==> src/rtl/irq_vc_pkg.sv <==
package irq_vc_pkg;

    localparam int NUM_SRC   = 11;
    localparam int LO_BITS   = 7;
    localparam int REG_W     = 8;
    localparam int VEC_W     = 16;
    localparam int SRC_IDX_W = $clog2(NUM_SRC);

    localparam logic [VEC_W-1:0] VEC_RESET = 16'h7FFC;
    localparam logic [VEC_W-1:0] VEC_BRK   = 16'h7FFE;

    typedef enum logic [1:0] {
        SEQ_HALT = 2'd0,
        SEQ_INIT = 2'd1,
        SEQ_VEC  = 2'd2,
        SEQ_RUN  = 2'd3
    } seq_state_t;

    typedef struct packed {
        logic                 hit;
        logic [SRC_IDX_W-1:0] idx;
    } pick_t;

    // Vector table, indexed by source number (which is also the priority rank)
    function automatic logic [VEC_W-1:0] src_vector(input logic [SRC_IDX_W-1:0] idx);
        logic [VEC_W-1:0] v;
        case (idx)
            4'd0:    v = 16'h7FF8;
            4'd1:    v = 16'h7FF6;
            4'd2:    v = 16'h7FF4;
            4'd3:    v = 16'h7FF2;
            4'd4:    v = 16'h7FF0;
            4'd5:    v = 16'h7FEE;
            4'd6:    v = 16'h7FEC;
            4'd7:    v = 16'h7FE8;
            4'd8:    v = 16'h7FE6;
            4'd9:    v = 16'h7FEA;
            4'd10:   v = 16'h7FE4;
            default: v = VEC_BRK;
        endcase
        return v;
    endfunction

    // Lowest set index wins
    function automatic pick_t pick_first(input logic [NUM_SRC-1:0] v);
        pick_t r;
        r.hit = 1'b0;
        r.idx = '0;
        for (int k = NUM_SRC - 1; k >= 0; k--) begin
            if (v[k]) begin
                r.hit = 1'b1;
                r.idx = SRC_IDX_W'(k);
            end
        end
        return r;
    endfunction

endpackage

==> src/rtl/irq_rst_seq.sv <==
module irq_rst_seq
    import irq_vc_pkg::*;
#(
    parameter int MIN_LOW  = 2,
    parameter int INIT_CYC = 6
) (
    input  logic       clk,
    input  logic       rst,
    input  logic       pin_i,
    output seq_state_t state_o
);

    localparam int LW = $clog2(MIN_LOW + 1);
    localparam int IW = $clog2(INIT_CYC + 1);
    localparam logic [LW-1:0] LOW_SAT   = LW'(MIN_LOW);
    localparam logic [LW-1:0] LOW_ARM   = LW'(MIN_LOW - 1);
    localparam logic [IW-1:0] INIT_LAST = IW'(INIT_CYC - 1);

    logic [LW-1:0] low_q;
    logic [IW-1:0] init_q;
    seq_state_t    state_q;
    seq_state_t    state_d;
    logic          qual_low;

    // Pin is low now and was low for MIN_LOW-1 cycles before
    assign qual_low = !pin_i && (low_q >= LOW_ARM);

    always_comb begin
        state_d = state_q;
        if (qual_low) begin
            state_d = SEQ_HALT;
        end else begin
            case (state_q)
                SEQ_HALT: if (pin_i) state_d = SEQ_INIT;
                SEQ_INIT: if (init_q == INIT_LAST) state_d = SEQ_VEC;
                SEQ_VEC:  state_d = SEQ_RUN;
                default:  state_d = SEQ_RUN;
            endcase
        end
    end

    always_ff @(posedge clk) begin
        if (rst) begin
            state_q <= SEQ_HALT;
            low_q   <= '0;
            init_q  <= '0;
        end else begin
            state_q <= state_d;
            if (pin_i)
                low_q <= '0;
            else if (low_q != LOW_SAT)
                low_q <= low_q + LW'(1);
            if (state_q != SEQ_INIT)
                init_q <= '0;
            else
                init_q <= init_q + IW'(1);
        end
    end

    assign state_o = state_q;

    AST_VEC_AFTER_INIT: assert property (@(posedge clk) disable iff (rst)
        (state_q == SEQ_VEC) |-> ($past(state_q) == SEQ_INIT));

    AST_HIGH_PIN_KEEPS_RUN: assert property (@(posedge clk) disable iff (rst)
        (state_q == SEQ_RUN && pin_i) |=> (state_q == SEQ_RUN));

    generate
        if (MIN_LOW >= 2) begin : g_glitch_chk
            AST_HALT_NEEDS_TWO_LOW: assert property (@(posedge clk) disable iff (rst)
                (state_q == SEQ_HALT && $past(state_q) != SEQ_HALT)
                |-> (!$past(pin_i) && !$past(pin_i, 2)));
        end
    endgenerate

endmodule

==> src/rtl/irq_flag_regs.sv <==
module irq_flag_regs
    import irq_vc_pkg::*;
#(
    parameter int                ADDR_W     = 12,
    parameter logic [ADDR_W-1:0] FL_LO_ADDR = 12'h03C,
    parameter logic [ADDR_W-1:0] FL_HI_ADDR = 12'h03D,
    parameter logic [ADDR_W-1:0] EN_LO_ADDR = 12'h03E,
    parameter logic [ADDR_W-1:0] EN_HI_ADDR = 12'h03F
) (
    input  logic               clk,
    input  logic               rst,
    input  logic               halted_i,
    input  logic [NUM_SRC-1:0] evt_i,
    input  logic [ADDR_W-1:0]  bus_addr_i,
    input  logic               bus_wr_i,
    input  logic [REG_W-1:0]   bus_wdata_i,
    output logic [REG_W-1:0]   bus_rdata_o,
    output logic [NUM_SRC-1:0] pend_o
);

    localparam int HI_BITS = NUM_SRC - LO_BITS;

    logic [NUM_SRC-1:0] flag_q;
    logic [NUM_SRC-1:0] en_q;

    generate
        for (genvar g = 0; g < NUM_SRC; g++) begin : g_src
            localparam bit                IS_LO = (g < LO_BITS);
            localparam int                POS   = IS_LO ? g : g - LO_BITS;
            localparam logic [ADDR_W-1:0] F_ADR = IS_LO ? FL_LO_ADDR : FL_HI_ADDR;
            localparam logic [ADDR_W-1:0] E_ADR = IS_LO ? EN_LO_ADDR : EN_HI_ADDR;

            logic clr_w;
            logic wen_w;

            assign clr_w = bus_wr_i && (bus_addr_i == F_ADR) && bus_wdata_i[POS];
            assign wen_w = bus_wr_i && (bus_addr_i == E_ADR);

            always_ff @(posedge clk) begin
                if (rst || halted_i) begin
                    flag_q[g] <= 1'b0;
                    en_q[g]   <= 1'b0;
                end else begin
                    flag_q[g] <= evt_i[g] | (flag_q[g] & ~clr_w);
                    if (wen_w)
                        en_q[g] <= bus_wdata_i[POS];
                end
            end

            AST_EVT_SETS_FLAG: assert property (@(posedge clk) disable iff (rst)
                (!halted_i && evt_i[g]) |=> flag_q[g]);

            AST_W1C_CLEARS: assert property (@(posedge clk) disable iff (rst)
                (!halted_i && clr_w && !evt_i[g]) |=> !flag_q[g]);
        end
    endgenerate

    always_comb begin
        if (bus_addr_i == EN_LO_ADDR)
            bus_rdata_o = REG_W'(en_q[LO_BITS-1:0]);
        else if (bus_addr_i == EN_HI_ADDR)
            bus_rdata_o = REG_W'(en_q[NUM_SRC-1:NUM_SRC-HI_BITS]);
        else if (bus_addr_i == FL_LO_ADDR)
            bus_rdata_o = REG_W'(flag_q[LO_BITS-1:0]);
        else if (bus_addr_i == FL_HI_ADDR)
            bus_rdata_o = REG_W'(flag_q[NUM_SRC-1:NUM_SRC-HI_BITS]);
        else
            bus_rdata_o = '0;
    end

    assign pend_o = flag_q & en_q;

    AST_HALT_EMPTIES: assert property (@(posedge clk) disable iff (rst)
        halted_i |=> (pend_o == '0));

endmodule

==> src/rtl/irq_arbiter.sv <==
module irq_arbiter
    import irq_vc_pkg::*;
(
    input  logic               clk,
    input  logic               rst,
    input  logic               run_i,
    input  logic [NUM_SRC-1:0] pend_i,
    input  logic               brk_i,
    input  logic               i_flag_i,
    input  logic               ack_i,
    output logic               take_o,
    output logic [VEC_W-1:0]   vec_o
);

    pick_t            pick;
    logic             can_take;
    logic [VEC_W-1:0] vec_d;
    logic             take_q;
    logic             busy_q;
    logic [VEC_W-1:0] vec_q;

    assign pick     = pick_first(pend_i);
    assign can_take = run_i && !busy_q && !i_flag_i && (brk_i || pick.hit);
    assign vec_d    = brk_i ? VEC_BRK : src_vector(pick.idx);

    always_ff @(posedge clk) begin
        if (rst) begin
            take_q <= 1'b0;
            busy_q <= 1'b0;
            vec_q  <= '0;
        end else if (!run_i) begin
            take_q <= 1'b0;
            busy_q <= 1'b0;
        end else begin
            take_q <= can_take;
            busy_q <= can_take | (busy_q & ~ack_i);
            if (can_take)
                vec_q <= vec_d;
        end
    end

    assign take_o = take_q;
    assign vec_o  = vec_q;

    AST_TAKE_ONE_CYCLE: assert property (@(posedge clk) disable iff (rst)
        take_q |=> !take_q);

    AST_TAKE_NEEDS_I_CLEAR: assert property (@(posedge clk) disable iff (rst)
        take_q |-> $past(!i_flag_i));

    AST_HOLD_UNTIL_ACK: assert property (@(posedge clk) disable iff (rst)
        (busy_q && !ack_i) |=> !take_q);

    AST_VEC_MOVES_ON_TAKE: assert property (@(posedge clk) disable iff (rst)
        !$stable(vec_q) |-> take_q);

endmodule

==> src/rtl/irq_vector_ctrl.sv <==
module irq_vector_ctrl
    import irq_vc_pkg::*;
#(
    parameter int                ADDR_W     = 12,
    parameter int                MIN_LOW    = 2,
    parameter int                INIT_CYC   = 6,
    parameter logic [ADDR_W-1:0] FL_LO_ADDR = 12'h03C,
    parameter logic [ADDR_W-1:0] FL_HI_ADDR = 12'h03D,
    parameter logic [ADDR_W-1:0] EN_LO_ADDR = 12'h03E,
    parameter logic [ADDR_W-1:0] EN_HI_ADDR = 12'h03F
) (
    input  logic               clk,
    input  logic               rst,
    input  logic               rst_pin_n,
    input  logic [NUM_SRC-1:0] evt_i,
    input  logic [ADDR_W-1:0]  bus_addr_i,
    input  logic               bus_wr_i,
    input  logic [REG_W-1:0]   bus_wdata_i,
    output logic [REG_W-1:0]   bus_rdata_o,
    input  logic               i_flag_i,
    input  logic               brk_req_i,
    input  logic               take_ack_i,
    output logic               take_o,
    output logic [VEC_W-1:0]   vec_addr_o,
    output logic               set_i_o,
    output logic               clr_d_o,
    output logic               run_o
);

    seq_state_t         seq_state;
    logic               halted;
    logic               running;
    logic               rst_take;
    logic [NUM_SRC-1:0] pend;
    logic               arb_take;
    logic [VEC_W-1:0]   arb_vec;

    irq_rst_seq #(
        .MIN_LOW  (MIN_LOW),
        .INIT_CYC (INIT_CYC)
    ) u_seq (
        .clk     (clk),
        .rst     (rst),
        .pin_i   (rst_pin_n),
        .state_o (seq_state)
    );

    assign halted   = (seq_state == SEQ_HALT);
    assign running  = (seq_state == SEQ_RUN);
    assign rst_take = (seq_state == SEQ_VEC);

    irq_flag_regs #(
        .ADDR_W     (ADDR_W),
        .FL_LO_ADDR (FL_LO_ADDR),
        .FL_HI_ADDR (FL_HI_ADDR),
        .EN_LO_ADDR (EN_LO_ADDR),
        .EN_HI_ADDR (EN_HI_ADDR)
    ) u_regs (
        .clk         (clk),
        .rst         (rst),
        .halted_i    (halted),
        .evt_i       (evt_i),
        .bus_addr_i  (bus_addr_i),
        .bus_wr_i    (bus_wr_i),
        .bus_wdata_i (bus_wdata_i),
        .bus_rdata_o (bus_rdata_o),
        .pend_o      (pend)
    );

    irq_arbiter u_arb (
        .clk      (clk),
        .rst      (rst),
        .run_i    (running),
        .pend_i   (pend),
        .brk_i    (brk_req_i),
        .i_flag_i (i_flag_i),
        .ack_i    (take_ack_i),
        .take_o   (arb_take),
        .vec_o    (arb_vec)
    );

    assign take_o     = rst_take | (arb_take & running);
    assign vec_addr_o = rst_take ? VEC_RESET : arb_vec;
    assign set_i_o    = take_o;
    assign clr_d_o    = rst_take;
    assign run_o      = running;

endmodule

==> config.mk <==
export PLATFORM = sky130hd
export DESIGN_NAME = irq_vector_ctrl
export DESIGN_NICKNAME = d
export VERILOG_FILES = /design/src/rtl/irq_vc_pkg.sv /design/src/rtl/irq_rst_seq.sv /design/src/rtl/irq_flag_regs.sv /design/src/rtl/irq_arbiter.sv /design/src/rtl/irq_vector_ctrl.sv
export SDC_FILE = /design/constraint.sdc
export NUM_CORES = 1
export LEC_CHECK = 0
export BUFFER_PORTS_ARGS = -buffer_cell sky130_fd_sc_hd__buf_2
export CORE_ASPECT_RATIO = 0.75
export CORE_MARGIN = 4
export CORE_UTILIZATION = 50
export DETAILED_ROUTE_END_ITERATION = 10
export GPL_ROUTABILITY_DRIVEN = 0
export PLACE_DENSITY = 0.82
export SKIP_LAST_GASP = 1
export SLEW_MARGIN = 10
export SYNTH_ARGS = -nofsm -noshare
export SYNTH_HDL_FRONTEND = slang
export SYNTH_SLANG_ARGS = --single-unit
export TNS_END_PERCENT = 5
==> constraint.sdc <==
create_clock -name clk -period 2.2 [get_ports clk]
set_input_delay 0.11 -clock clk [delete_from_list [all_inputs] [get_ports clk]]
set_output_delay 0.11 -clock clk [all_outputs]
set_load 0.02 [all_outputs]
# Word-level counts from Yosys, hierarchy flattened
# Memories as Yosys holds them, arrays and structs flattened.
# Cells that the tools add are included.
[word_totals]
reg_bits = 47
mem_bits_ro = 64
input_bits = 38
elab_cells = 135
mem_count = 1
[op_classes]
add_sub_neg = 2
magnitude_cmp = 1
n_eq_ne = 12
mux = 20
bitwise = 40
n_reduce_logical = 31
[mem_list]
columns = ["name", "depth", "width", "rd", "rd_ports_with_merged_regs", "write_ports", "line", "rtl"]
rows = [
  ["(name not given)", 16, 4, 1, 0, 0, "irq_vc_pkg.sv:27", "case (idx)"],
]
[op_table]
columns = ["op", "count"]
rows = [
  ["$mux 5", 11],
  ["$eq 12x6->1 const B", 4],
  ["$mux 16", 2],
  ["$mux 8", 3],
  ["$logic_and 1x1->1", 19],
  ["$and 1x1->1", 13],
  ["$not 1->1", 13],
  ["$or 1x1->1", 13],
  ["$and 11x11->11", 1],
  ["$reduce_or 2->1", 4],
  ["$eq 2x2->1 const B", 2],
  ["$mux 2", 2],
  ["$mux 4", 1],
  ["$ne 2x1->1 const B", 2],
  ["$ne 2x2->1 const B", 2],
  ["$pmux 2 s2", 1],
  ["$reduce_and 2->1", 2],
  ["$add 3x1->3 const B", 1],
  ["$eq 3x3->1 const B", 1],
  ["$logic_not 1->1", 3],
  ["$add 2x1->2 const B", 1],
  ["$eq 2x1->1 const B", 1],
  ["$ge 2x1->1 const B", 1],
  ["$logic_not 2->1", 1],
  ["$logic_or 1x1->1", 2],
]

# Depth between registers and ports, before layout
# Gate-level depths: netlist of run 1.
[depth]
depth_word = 15
mapped_depth = 9

# Modules after synthesis
# Synthesis of run 1 repeated with hierarchy kept, for this count alone.
[unflattened]
hier_cells = 259
hier_area_um2 = 2341.0
[by_module_without_submodules]
columns = ["module", "n_inst", "cells_each", "area_per_inst_um2", "seq_area_each_um2"]
rows = [
  ["irq_flag_regs", 1, 131, 1229.9, 440.4],
  ["irq_arbiter", 1, 75, 655.6, 140.1],
  ["irq_rst_seq", 1, 29, 297.8, 140.1],
  ["irq_vector_ctrl", 1, 24, 157.7, 0.0],
]

# Worst setup path after synthesis of run 1
# No wires, ideal clock.
[synth_path]
kind = "reg2reg"
startpoint = "reg u_regs.flag_q[5]"
endpoint = "reg u_arb.vec_q[2] (netlist: u_arb.vec_o[2])"
setup_time_ps = 131
arrival_time_ps = 1849
required_time_ps = 2069
setup_slack_ps = 219
stages_incl_launch_ff = 8
synth_period_minus_slack_ps = 1981
cell_sequence = "dfxtp_1 > a22o_2 > a31o_2 > a222oi_1 > or2_2 > ha_1 > a2111oi_2 > nor3_1"
[synth_between]
elab_chain_len = 10
[synth_rtl]
columns = ["item", "line", "rtl"]
rows = [
  ["from (decl)", "irq_flag_regs.sv:23", "logic [NUM_SRC-1:0] flag_q;"],
  ["from (signal, indexed assignment)", "irq_flag_regs.sv:44", "flag_q[g] <= evt_i[g] | (flag_q[g] & ~clr_w);"],
  ["$and 11x11->11 (*)", "irq_flag_regs.sv:71", "assign pend_o = flag_q & en_q;"],
  ["$mux 5 (*) (6 in a row)", "irq_vc_pkg.sv:50", "if (v[k]) begin"],
  ["parallel branches: the longest is 3 deep, another holds $mem_v2 16x4", "n/a", ""],
  ["to (signal assigned)", "irq_arbiter.sv:38", "vec_q <= vec_d;"],
  ["to (decl)", "irq_arbiter.sv:20", "logic [VEC_W-1:0] vec_q;"],
]
# Every way passes the cells marked *.
# A chain may end at the register's enable or synchronous reset.

# Worst setup path after layout of run 1
[layout_path]
startpoint = "reg u_regs.en_q[5]"
endpoint = "reg u_arb.vec_q[2] (netlist: u_arb.vec_o[2])"
[layout_between]
elab_chain_len = 10
[layout_rtl]
columns = ["item", "line", "rtl"]
rows = [
  ["from (decl)", "irq_flag_regs.sv:24", "logic [NUM_SRC-1:0] en_q;"],
  ["from (signal, indexed assignment)", "irq_flag_regs.sv:46", "en_q[g] <= bus_wdata_i[POS];"],
  ["$and 11x11->11 (*)", "irq_flag_regs.sv:71", ""],
  ["$mux 5 (*) (6 in a row)", "irq_vc_pkg.sv:50", ""],
  ["parallel branches: the longest is 3 deep, another holds $mem_v2 16x4", "n/a", ""],
]
# Marked as above.

==> qor.yml, run 1 <==
yosys:
  synth_warnings: 0
  async_flop_share_pct: 0
  netlist.area_leader.share_pct: 36.1
  syn_avg_cell_area_um2: 8.21
  ys.flop_type: "dfxtp_1"
  synth_area_leaders: "dfxtp_1 36%, nor2_1 7.0%, ha_1 6.3%"
  yosysSeqAreaShare_pct: 36.1
  synth_enable_flop_cells: 0
  ys_types: 50
  synth-seq-cells: 36
  post-synth-top-area-cell: "dfxtp_1"
  syn_area_um2: 1990
  syn-instance-count: 243
clock_network:
  cts_hold_buffers: 0
  clkSinkCount: 36
  ctsRootBufferMaster: "clkbuf_8"
  cts_buffers: 5
  htreeDepth: 2
  cts_tree: "built"
  clock_latency_ps: 290
  clock_path_buffers: 2
  cts.clk_slew.worst_paths_ps: 70
route:
  wire_per_inst_um: 14.2
  via_per_inst: 5.36
  firstDrtPassIters: 5
  drc_errors: 0
  drt_iter0_markers: 198
  vias: 1898
  postRouteAntennaNets: 0
  wirelength_um: 5030
final_layout:
  instances_no_fill: 354
  nFillCells: 340
  multi_input_area_um2: 1160
  final_nets: 349
  regArea_um2: 728
  drive_above_1_share_pct: 31.8
  area_delta_synth_final_pct: 24.6
  diodes: 0
setup_path:
  arrival_ps: 2310
  reg2reg_to: "u_arb.vec_o[2]"
  slowest_stage: "a222oi_1"
  slowest_delay_ps: 390
  crit_chain: "a22o_4 > a31o_4 > a222oi_1 > or2_4 > ha_4 > a2111oi_4 > nor3_1"
  reg2regPathDepth: 7
  endpoint_kind: "flop"
  critPathTopFamily: "compound AO/OA/AOI/OAI gates"
  crit_type: "reg2reg"
  worstPathMaxFanout: 4
  crit_buf_inv: 0
  r2r_slack_ps: 60
  r2r_start: "u_regs.en_q[5]"
  cp.required_ps: 2370
  start_kind: "flop"
die:
  die_x_um: 80.9
  fp.dieH_um: 62.7
  rows: 19
  ioPinCount: 66
  fp.dieArea_um2: 5070
  start_util_pct: 53.1
  core_um2: 3760
global_routing:
  grt_pass1_wl_um: 8020
  grt-ovfl-total: 0
  antenna_found_initial: 0
  grt_usage_pct: 19.9
  grt_max_degree: 23
  grt_pass1_vias: 1709
min_path:
  hp-class: "in2reg"
  holdCritStartpoint: "evt_i[9]"
  hold_end: "u_regs.flag_q[9]"
  hold_depth: 3
timing:
  finalMaxSlewViolations: 0
  relSlewSlack_pct: 65.5
  finalSetupViolations: 0
  worst_pin_slew_ps: 513
  max_freq_mhz: 468
  finalHoldViolCount: 0
  rsz0062_at_grt: "yes"
  setup_slack_ps: 63.1
  min_period_over_period_pct: 97.1
  clock_skew_ps: 2.16
  fin_crit_ps: 2140
  hold_ws_ps: 24.8
  setup_tns_ps: 0
place:
  portBuffers: 61
  dp_hpwl_um: 3630
  placed_cells: 340
  place_worst_setup_slack_ps: 36.4
pwr:
  vdd_drop_max_mv: 0.436
  p_leak_uw: 0.00111
  power.density_nw_per_um2: 542
  finalPower_uw: 1350
outcome:
  status: "finished clean"
job:
  maxCapViolations: 0
## cell usage after synthesis (2+ instances only)
| library cell | instances |
|---|---|
| nor2_1 | 37 |
| dfxtp_1 | 36 |
| nand2_1 | 27 |
| a21oi_1 | 21 |
| buf_4 | 13 |
| ha_1 | 10 |
| nand3_1 | 10 |
| inv_1 | 9 |
| clkbuf_1 | 8 |
| a22oi_1 | 6 |
| mux2i_1 | 6 |
| nand2b_1 | 5 |
| a221o_1 | 4 |
| a22o_1 | 4 |
| nor3_1 | 4 |
| a31oi_1 | 3 |
| a211oi_1 | 2 |
| a22o_2 | 2 |
| and2_1 | 2 |
| and3b_1 | 2 |
| and4_1 | 2 |
| o21bai_1 | 2 |
## flip-flops by register name, summed over array words and instances (netlist names)
| name | count |
|---|---|
| u_arb.take_o | 1 |
| u_seq.init_q | 3 |
| u_regs.en_q | 11 |
| u_seq.low_q | 2 |
| u_arb.busy_q | 1 |
| u_regs.flag_q | 11 |
| u_seq.state_o | 2 |
| u_arb.vec_o | 5 |
## layout by cell type (no fill, tap or decap), drive strengths merged, types with 2 or more instances in the layout
cell type and instances:
and4 2, ha 10, a21oi 21, dfxtp 36
nor3 4, or2 2, a31oi 3, buf 72
nand2b 5, nor2 37, mux2i 6, o21bai 2
and2 3, a22o 6, inv 9, a211oi 2
nand3 11, or3b 2, and3b 2, a221o 4
clkbuf 6, conb 3, nand2 27, a22oi 6
## worst max-delay path by stage
stage	to	slack, ps	depth (start not counted)	startpoint
after floorplan	u_arb.vec_o[2]	220	7	u_regs.flag_q[5]
after global placement	u_arb.vec_o[2]	90	7	u_regs.flag_q[5]
after detailed placement	u_arb.vec_o[2]	40	7	u_regs.flag_q[5]
after CTS	u_arb.vec_o[3]	4	9	u_regs.flag_q[5]
after global routing	u_arb.vec_o[3]	-100	9	u_regs.en_q[5]
final	u_arb.vec_o[2]	60	7	u_regs.en_q[5]
## tightest hold or removal path: stages
cell and delay (ps):
buf_2 80, a21oi_1 30, nor2_1 60
## cells by family after synthesis
family	count (synthesis)	share of synthesized area [%]
mux	6	3.01
flops	36	36.1
xor+xnor	2	0.878
fa+ha+maj	10	6.27
simple gates	102	25.0
other cells	1	0.188
buf+inv	32	8.91
compound gates	54	19.6
## final cells by class
| type | instances | share of cell area [%] |
|---|---|---|
| multi-input combinational | 177 | 46.8 |
| clock inverter | 2 | 1.41 |
| tap | 52 | 2.62 |
| inverter | 9 | 1.36 |
| timing repair buffer | 72 | 15.6 |
| sequential | 36 | 29.3 |
| clock buffer | 6 | 2.92 |
## power by group
part	total, uW	internal, uW	switching (uW)	leakage, uW
Sequential	679	663	15.9	0.000293
Clock	573	336	237	0.0000552
Combinational	93.2	43.0	50.2	0.000758
## through the flow
stage / utilization [%] / instance area, um^2
after floorplan: - / 2000
after global placement: 60.3 / 2270
after detailed placement: 60.3 / 2270
after CTS: 63.2 / 2370
after global routing: 66.2 / 2480
final: 66.2 / 2480
## per-layer routing
layer  part of all wire (%)  vias up  track usage [%]
li1                       -      955                -
met1                     45      867             28.4
met2                     46       70             29.4
met3                    8.1        6             5.04
met4                   0.85        0             5.49
met5                      0        -                0
## what timing repair did
action,4_1_cts,5_1_grt
buffers inserted,0,6
gates resized for setup,0,14
hold endpoints to repair,0,0
setup endpoints to repair,0,4
(Power assumes the default switching activity.)
==> run 2: changes to the inputs <==
- ABC_AREA: not set -> 1
- CORE_UTILIZATION: 50 -> 52
- PLACE_DENSITY: 0.82 -> 0.83
==> qor.yml, run 2 <==
setup_path:
  r2r_start: "u_regs.flag_q[9]"
  worstPathMaxFanout: 4
  slowest_delay_ps: 330
  critPathTopFamily: "simple AND/OR/NAND/NOR gates"
  r2r_slack_ps: 370
  arrival_ps: 2010
  slowest_stage: "dfxtp_1"
  reg2reg_to: "u_arb.vec_o[2]"
  crit_chain: "nand2_1 > nand2_1 > nor2_1 > o211ai_1 > a21oi_1 > inv_1 > ha_1 > nand2_1 > o21ai_1 > nor2_1 > a211oi_2"
  crit_buf_inv: 1
  reg2regPathDepth: 11
  cp.required_ps: 2380
  endpoint_kind: "flop"
  critPathMostFrequentCell: "nand2_1"
  start_kind: "flop"
  crit_type: "reg2reg"
final_layout:
  area_delta_synth_final_pct: 17.4
  final_cell_mix: "61 x buf_2, 56 x inv_1, 36 x dfxtp_1"
  final_common_cell: "buf_2"
  drive_above_1_share_pct: 30.0
  nFillCells: 370
  diodes: 0
  final_nets: 407
  final_core_util_pct: 63.4
die:
  core_um2: 4080
  rows: 20
  fp.dieH_um: 64.4
  fp.dieArea_um2: 5350
  start_util_pct: 54.0
  ioPinCount: 66
  die_x_um: 83.2
pwr:
  p_leak_uw: 0.00130
  power.density_nw_per_um2: 588
  finalPower_uw: 1520
  vdd_drop_max_mv: 0.315
route:
  wirelength_um: 5420
  postRouteAntennaNets: 0
  via_per_inst: 5.05
  wire_per_inst_um: 13.1
  drc_errors: 0
  drt_iter0_markers: 134
  firstDrtPassIters: 5
  vias: 2097
yosys:
  synth_top_family_by_area: "simple AND/OR/NAND/NOR gates"
  yosysSeqAreaShare_pct: 32.7
  synthXorXnorAreaFrac_pct: 0.398
  syn-instance-count: 304
  netlist.area_leader.share_pct: 32.7
  synth-seq-cells: 36
  synthAdderAreaFrac_pct: 5.68
  synthTopCellsByCount: "56 x inv_1, 36 x dfxtp_1"
  synth-simple-area-share_pct: 26.6
  yosysMostFrequentCell: "inv_1"
  async_flop_share_pct: 0
  synth_area_leaders: "dfxtp_1 33%, inv_1 9.5%, a21oi_1 6.4%"
  post-synth-top-area-cell: "dfxtp_1"
  ys_types: 37
  syn_area_um2: 2200
  muxShareOfSynthArea_pct: 0
  synth_warnings: 0
  synth_compound_area_share_pct: 19.5
  syn_avg_cell_area_um2: 7.25
  synth_enable_flop_cells: 0
  ys.flop_type: "dfxtp_1"
global_routing:
  grt_max_degree: 13
  grt_pass1_wl_um: 8820
  grt_pass1_vias: 2017
  antenna_found_initial: 0
  grt-ovfl-total: 0
  grt_usage_pct: 20.7
timing:
  fin_crit_ps: 1830
  hold_ws_ps: 35.7
  clock_skew_ps: 6.20
  relSlewSlack_pct: 55.8
  finalMaxSlewViolations: 0
  max_freq_mhz: 546
  worst_pin_slew_ps: 661
  setup_tns_ps: 0
  setup_slack_ps: 369
  finalHoldViolCount: 0
  min_period_over_period_pct: 83.2
  finalSetupViolations: 0
  rsz0062_at_grt: "no"
clock_network:
  ctsRootBufferMaster: "clkbuf_8"
  cts_tree: "built"
  clkSinkCount: 36
  clock_path_buffers: 2
  post_cts_buffers: 0
  cts_buffers: 5
  cts_resized: 0
  clock_latency_ps: 300
  cts.clk_slew.worst_paths_ps: 80
  htreeDepth: 2
  cts_hold_buffers: 0
place:
  place_worst_setup_slack_ps: 449
  portBuffers: 61
  dp_hpwl_um: 4210
min_path:
  hp-class: "in2reg"
  holdCritStartpoint: "take_ack_i"
  hold_depth: 2
  hold_end: "u_arb.busy_q"
outcome:
  status: "finished clean"
job:
  maxCapViolations: 0
[run 2: cell count changes after synthesis, sizes merged, moves of 5 or more]
cell,before,now
nand2,27,39
inv,9,58
o21ai,1,36
mux2i,6,0
clkbuf,8,2
nand2b,5,0
a21oi,21,30
a22o,6,0
a22oi,6,1
nor2,37,32
[run 2: logic make-up (layout without fill, tap and decap cells)]
logic type / Yosys count / after routing
xor gates and xnor gates: 1 / 1
buffers and inverters: 74 / 128
other: 1 / 3
AOI/OAI and AO/OA: 77 / 77
and+or+nand+nor: 105 / 105
DFF: 36 / 36
adders and majority gates: 10 / 10
[run 2: worst max path at each step]
stage,startpoint,end,slack [ps],depth (start not counted)
6_report,u_regs.flag_q[9],u_arb.vec_o[2],370,11
5_1_grt,u_regs.flag_q[9],u_arb.vec_o[1],210,17
4_1_cts,u_regs.flag_q[10],u_arb.vec_o[2],410,10
3_5_place_dp,u_regs.flag_q[10],u_arb.vec_o[2],450,10
3_3_place_gp,u_regs.flag_q[9],u_arb.vec_o[2],500,11
2_1_floorplan,u_seq.state_o[1],vec_addr_o[10],630,5
[run 2: worst register-to-register path, delay by kind of cell, from the launching register on]
kind                       cells  cell delay (ps)
buffers and inverters          1              150
adders and majority gates      1              290
DFF                            1              330
AOI/OAI and AO/OA              4              470
and+or+nand+nor                5              470
[run 2: area by class of cell]
class | instances | area, um^2 | area share [%]
clock inverters | 2 | 35.0 | 1.35
repair buffers | 61 | 305 | 11.8
multi-input cells | 196 | 1160 | 44.9
flip-flops and latches | 36 | 721 | 27.9
inverters | 59 | 223 | 8.61
well taps | 55 | 68.8 | 2.66
clock buffers | 6 | 72.6 | 2.80
[run 2: where the power goes]
group	switching (uW)	internal, uW
Sequential	23.3	678
Clock	244	336
Combinational	156	84.3
[run 2: stage by stage]
stage,cells,cell area (um^2)
global route,415,2590
finish,415,2590
CTS,415,2590
floorplan,306,2210
detailed placement,407,2480
global placement,407,2480
[run 2: layer usage]
layer | share of wire (%) | global-route usage, %
met3 | 7.7 | 6.06
met2 | 46 | 34.6
met1 | 44 | 25.4
met4 | 2.3 | 7.76
met5 | 0 | 0
==> run 3: changes to the inputs <==
- ABC_AREA: 1 -> 0
- CORE_UTILIZATION: 52 -> 50
- PLACE_DENSITY: 0.83 -> 0.82
- clock period: 2.2 -> 1.82 ns (I/O delays scaled with it)
==> qor.yml, run 3 (synthesized netlist as in run 1, its figures left out) <==
outcome:
  status: "complete, but fails checks"
  violations: "negative hold slack, negative setup slack"
clock_network:
  clkSinkCount: 36
  cts.clk_slew.worst_paths_ps: 80
  clock_path_buffers: 2
  ctsRootBufferMaster: "clkbuf_8"
  cts_buffers: 5
  cts_tree: "built"
  clock_latency_ps: 300
  htreeDepth: 2
timing:
  fin_crit_ps: 2110
  setup_tns_ps: -1320
  hold_ws_ps: -7.23
  rsz0062_at_grt: "yes"
  setup_slack_ps: -294
  finalMaxSlewViolations: 0
  min_period_over_period_pct: 116
  max_freq_mhz: 473
  finalHoldViolCount: 1
  finalSetupViolations: 7
  worst_pin_slew_ps: 509
  relSlewSlack_pct: 65.8
  clock_skew_ps: 10.3
setup_path:
  crit_buf_inv: 0
  start_kind: "flop"
  path_depth: 7
  arrival_ps: 2300
  crit_type: "reg2reg"
  r2r_start: "u_regs.flag_q[5]"
  reg2reg_to: "u_arb.vec_o[2]"
  reg2regPathDepth: 7
  endpoint_kind: "flop"
  crit_chain: "a22o_2 > a31o_2 > a222oi_1 > or2_4 > ha_4 > a2111oi_4 > nor3_1"
  r2r_slack_ps: -290
  cp-endpoint: "u_arb.vec_o[2]"
  cp.required_ps: 2000
  slowest_stage: "a222oi_1"
  slowest_delay_ps: 350
  worstPathMaxFanout: 4
  critPathTopFamily: "compound AO/OA/AOI/OAI gates"
  startpoint: "u_regs.flag_q[5]"
final_layout:
  final_cell_mix: "61 x buf_2, 38 x buf_4, 35 x nor2_1"
  area_delta_synth_final_pct: 33.7
  drive_above_1_share_pct: 38.2
  final_core_util_pct: 71.0
  nFillCells: 296
  final_nets: 377
  final_common_cell: "buf_2"
  diodes: 0
die:
  fp.dieH_um: 62.7
  core_um2: 3760
  ioPinCount: 66
  fp.dieArea_um2: 5070
  rows: 19
  die_x_um: 80.9
  start_util_pct: 53.1
route:
  postRouteAntennaNets: 0
  via_per_inst: 5.44
  wirelength_um: 5790
  drt_iter0_markers: 147
  drc_errors: 0
  firstDrtPassIters: 4
  vias: 2077
  wire_per_inst_um: 15.1
global_routing:
  grt-ovfl-total: 0
  grt_pass1_wl_um: 9350
  grt_max_degree: 23
  grt_usage_pct: 23.5
  antenna_found_initial: 0
  grt_pass1_vias: 1983
min_path:
  hp-class: "in2reg"
place:
  dp_hpwl_um: 4140
  place_worst_setup_slack_ps: -245
  portBuffers: 61
pwr:
  power.density_nw_per_um2: 572
  pwr-share-comb_pct: 8.6
  vdd_drop_max_mv: 0.466
  power.share.sequential_pct: 53.8
  p_int_uw: 1130
  sw_frac_of_total_pct: 25.7
  p_leak_uw: 0.00123
  power.switching_uw: 392
  finalPower_uw: 1530
  p_clk_share_pct: 37.5
job:
  maxCapViolations: 0
[run 3: layer usage]
metal | GRT usage (%) | wire (um) | vias to the layer above
li1 | - | - | 1013
met1 | 31.2 | 2450 | 956
met2 | 35.5 | 2700 | 94
met3 | 5.48 | 504 | 14
met4 | 11.4 | 135 | 0
met5 | 0 | 0 | -
[run 3: cell type report]
cell class	instances	area, um^2	share of cell area, %
clock inverters	3	18.8	0.704
flip-flops and latches	36	723	27.1
clock buffers	5	68.8	2.58
multi-input cells	177	1160	43.4
repair buffers	100	601	22.5
inverters	9	33.8	1.27
well taps	52	65.1	2.44
[run 3: worst register-to-register path: stages (launching register included)]
cell       delay (ps)
dfxtp_2           330
a22o_2            260
a31o_2            210
a222oi_1          350
or2_4             240
ha_4              220
a2111oi_4         320
nor3_1             70
[run 3: how the worst min path moves through the flow]
stage / endpoint / from / slack, ps / cells after the start
final: u_regs.flag_q[6] / evt_i[6] / -7 / 3
after global placement: u_regs.flag_q[4] / evt_i[4] / 300 / 3
after global routing: u_regs.flag_q[2] / evt_i[2] / 20 / 3
after CTS: u_regs.flag_q[4] / evt_i[4] / 2 / 3
after floorplan: u_seq.low_q[0] / rst_pin_n / 170 / 1
after detailed placement: u_regs.flag_q[9] / evt_i[9] / 300 / 3
[run 3: metrics by stage]
| stage | hold slack, ps | area, um^2 | instances |
|---|---|---|---|
| final | -7.23 | 2670 | 382 |
| after global routing | 21.1 | 2670 | 382 |
| after CTS | 1.74 | 2650 | 382 |
| after detailed placement | 303 | 2460 | 366 |
| after global placement | 298 | 2460 | 366 |
| after floorplan | 170 | 2000 | 245 |
[run 3: power by group through the flow]
stage / Clock, uW / Sequential (uW) / Combinational (uW)
finish: 572 / 821 / 132
global route: 608 / 823 / 148
CTS: 571 / 820 / 130
detailed placement: 0 / 838 / 124
global placement: 0 / 838 / 119
floorplan: 0 / 835 / 56.9
[run 3: timing repair]
action | 4_1_cts | 5_1_grt
resized for setup | 7 | 5
hold endpoints to repair | 1 | 0
hold buffers | 1 | 0
endpoints found under the setup margin | 5 | 7
buffers inserted | 8 | 0
pin swaps | 8 | 7
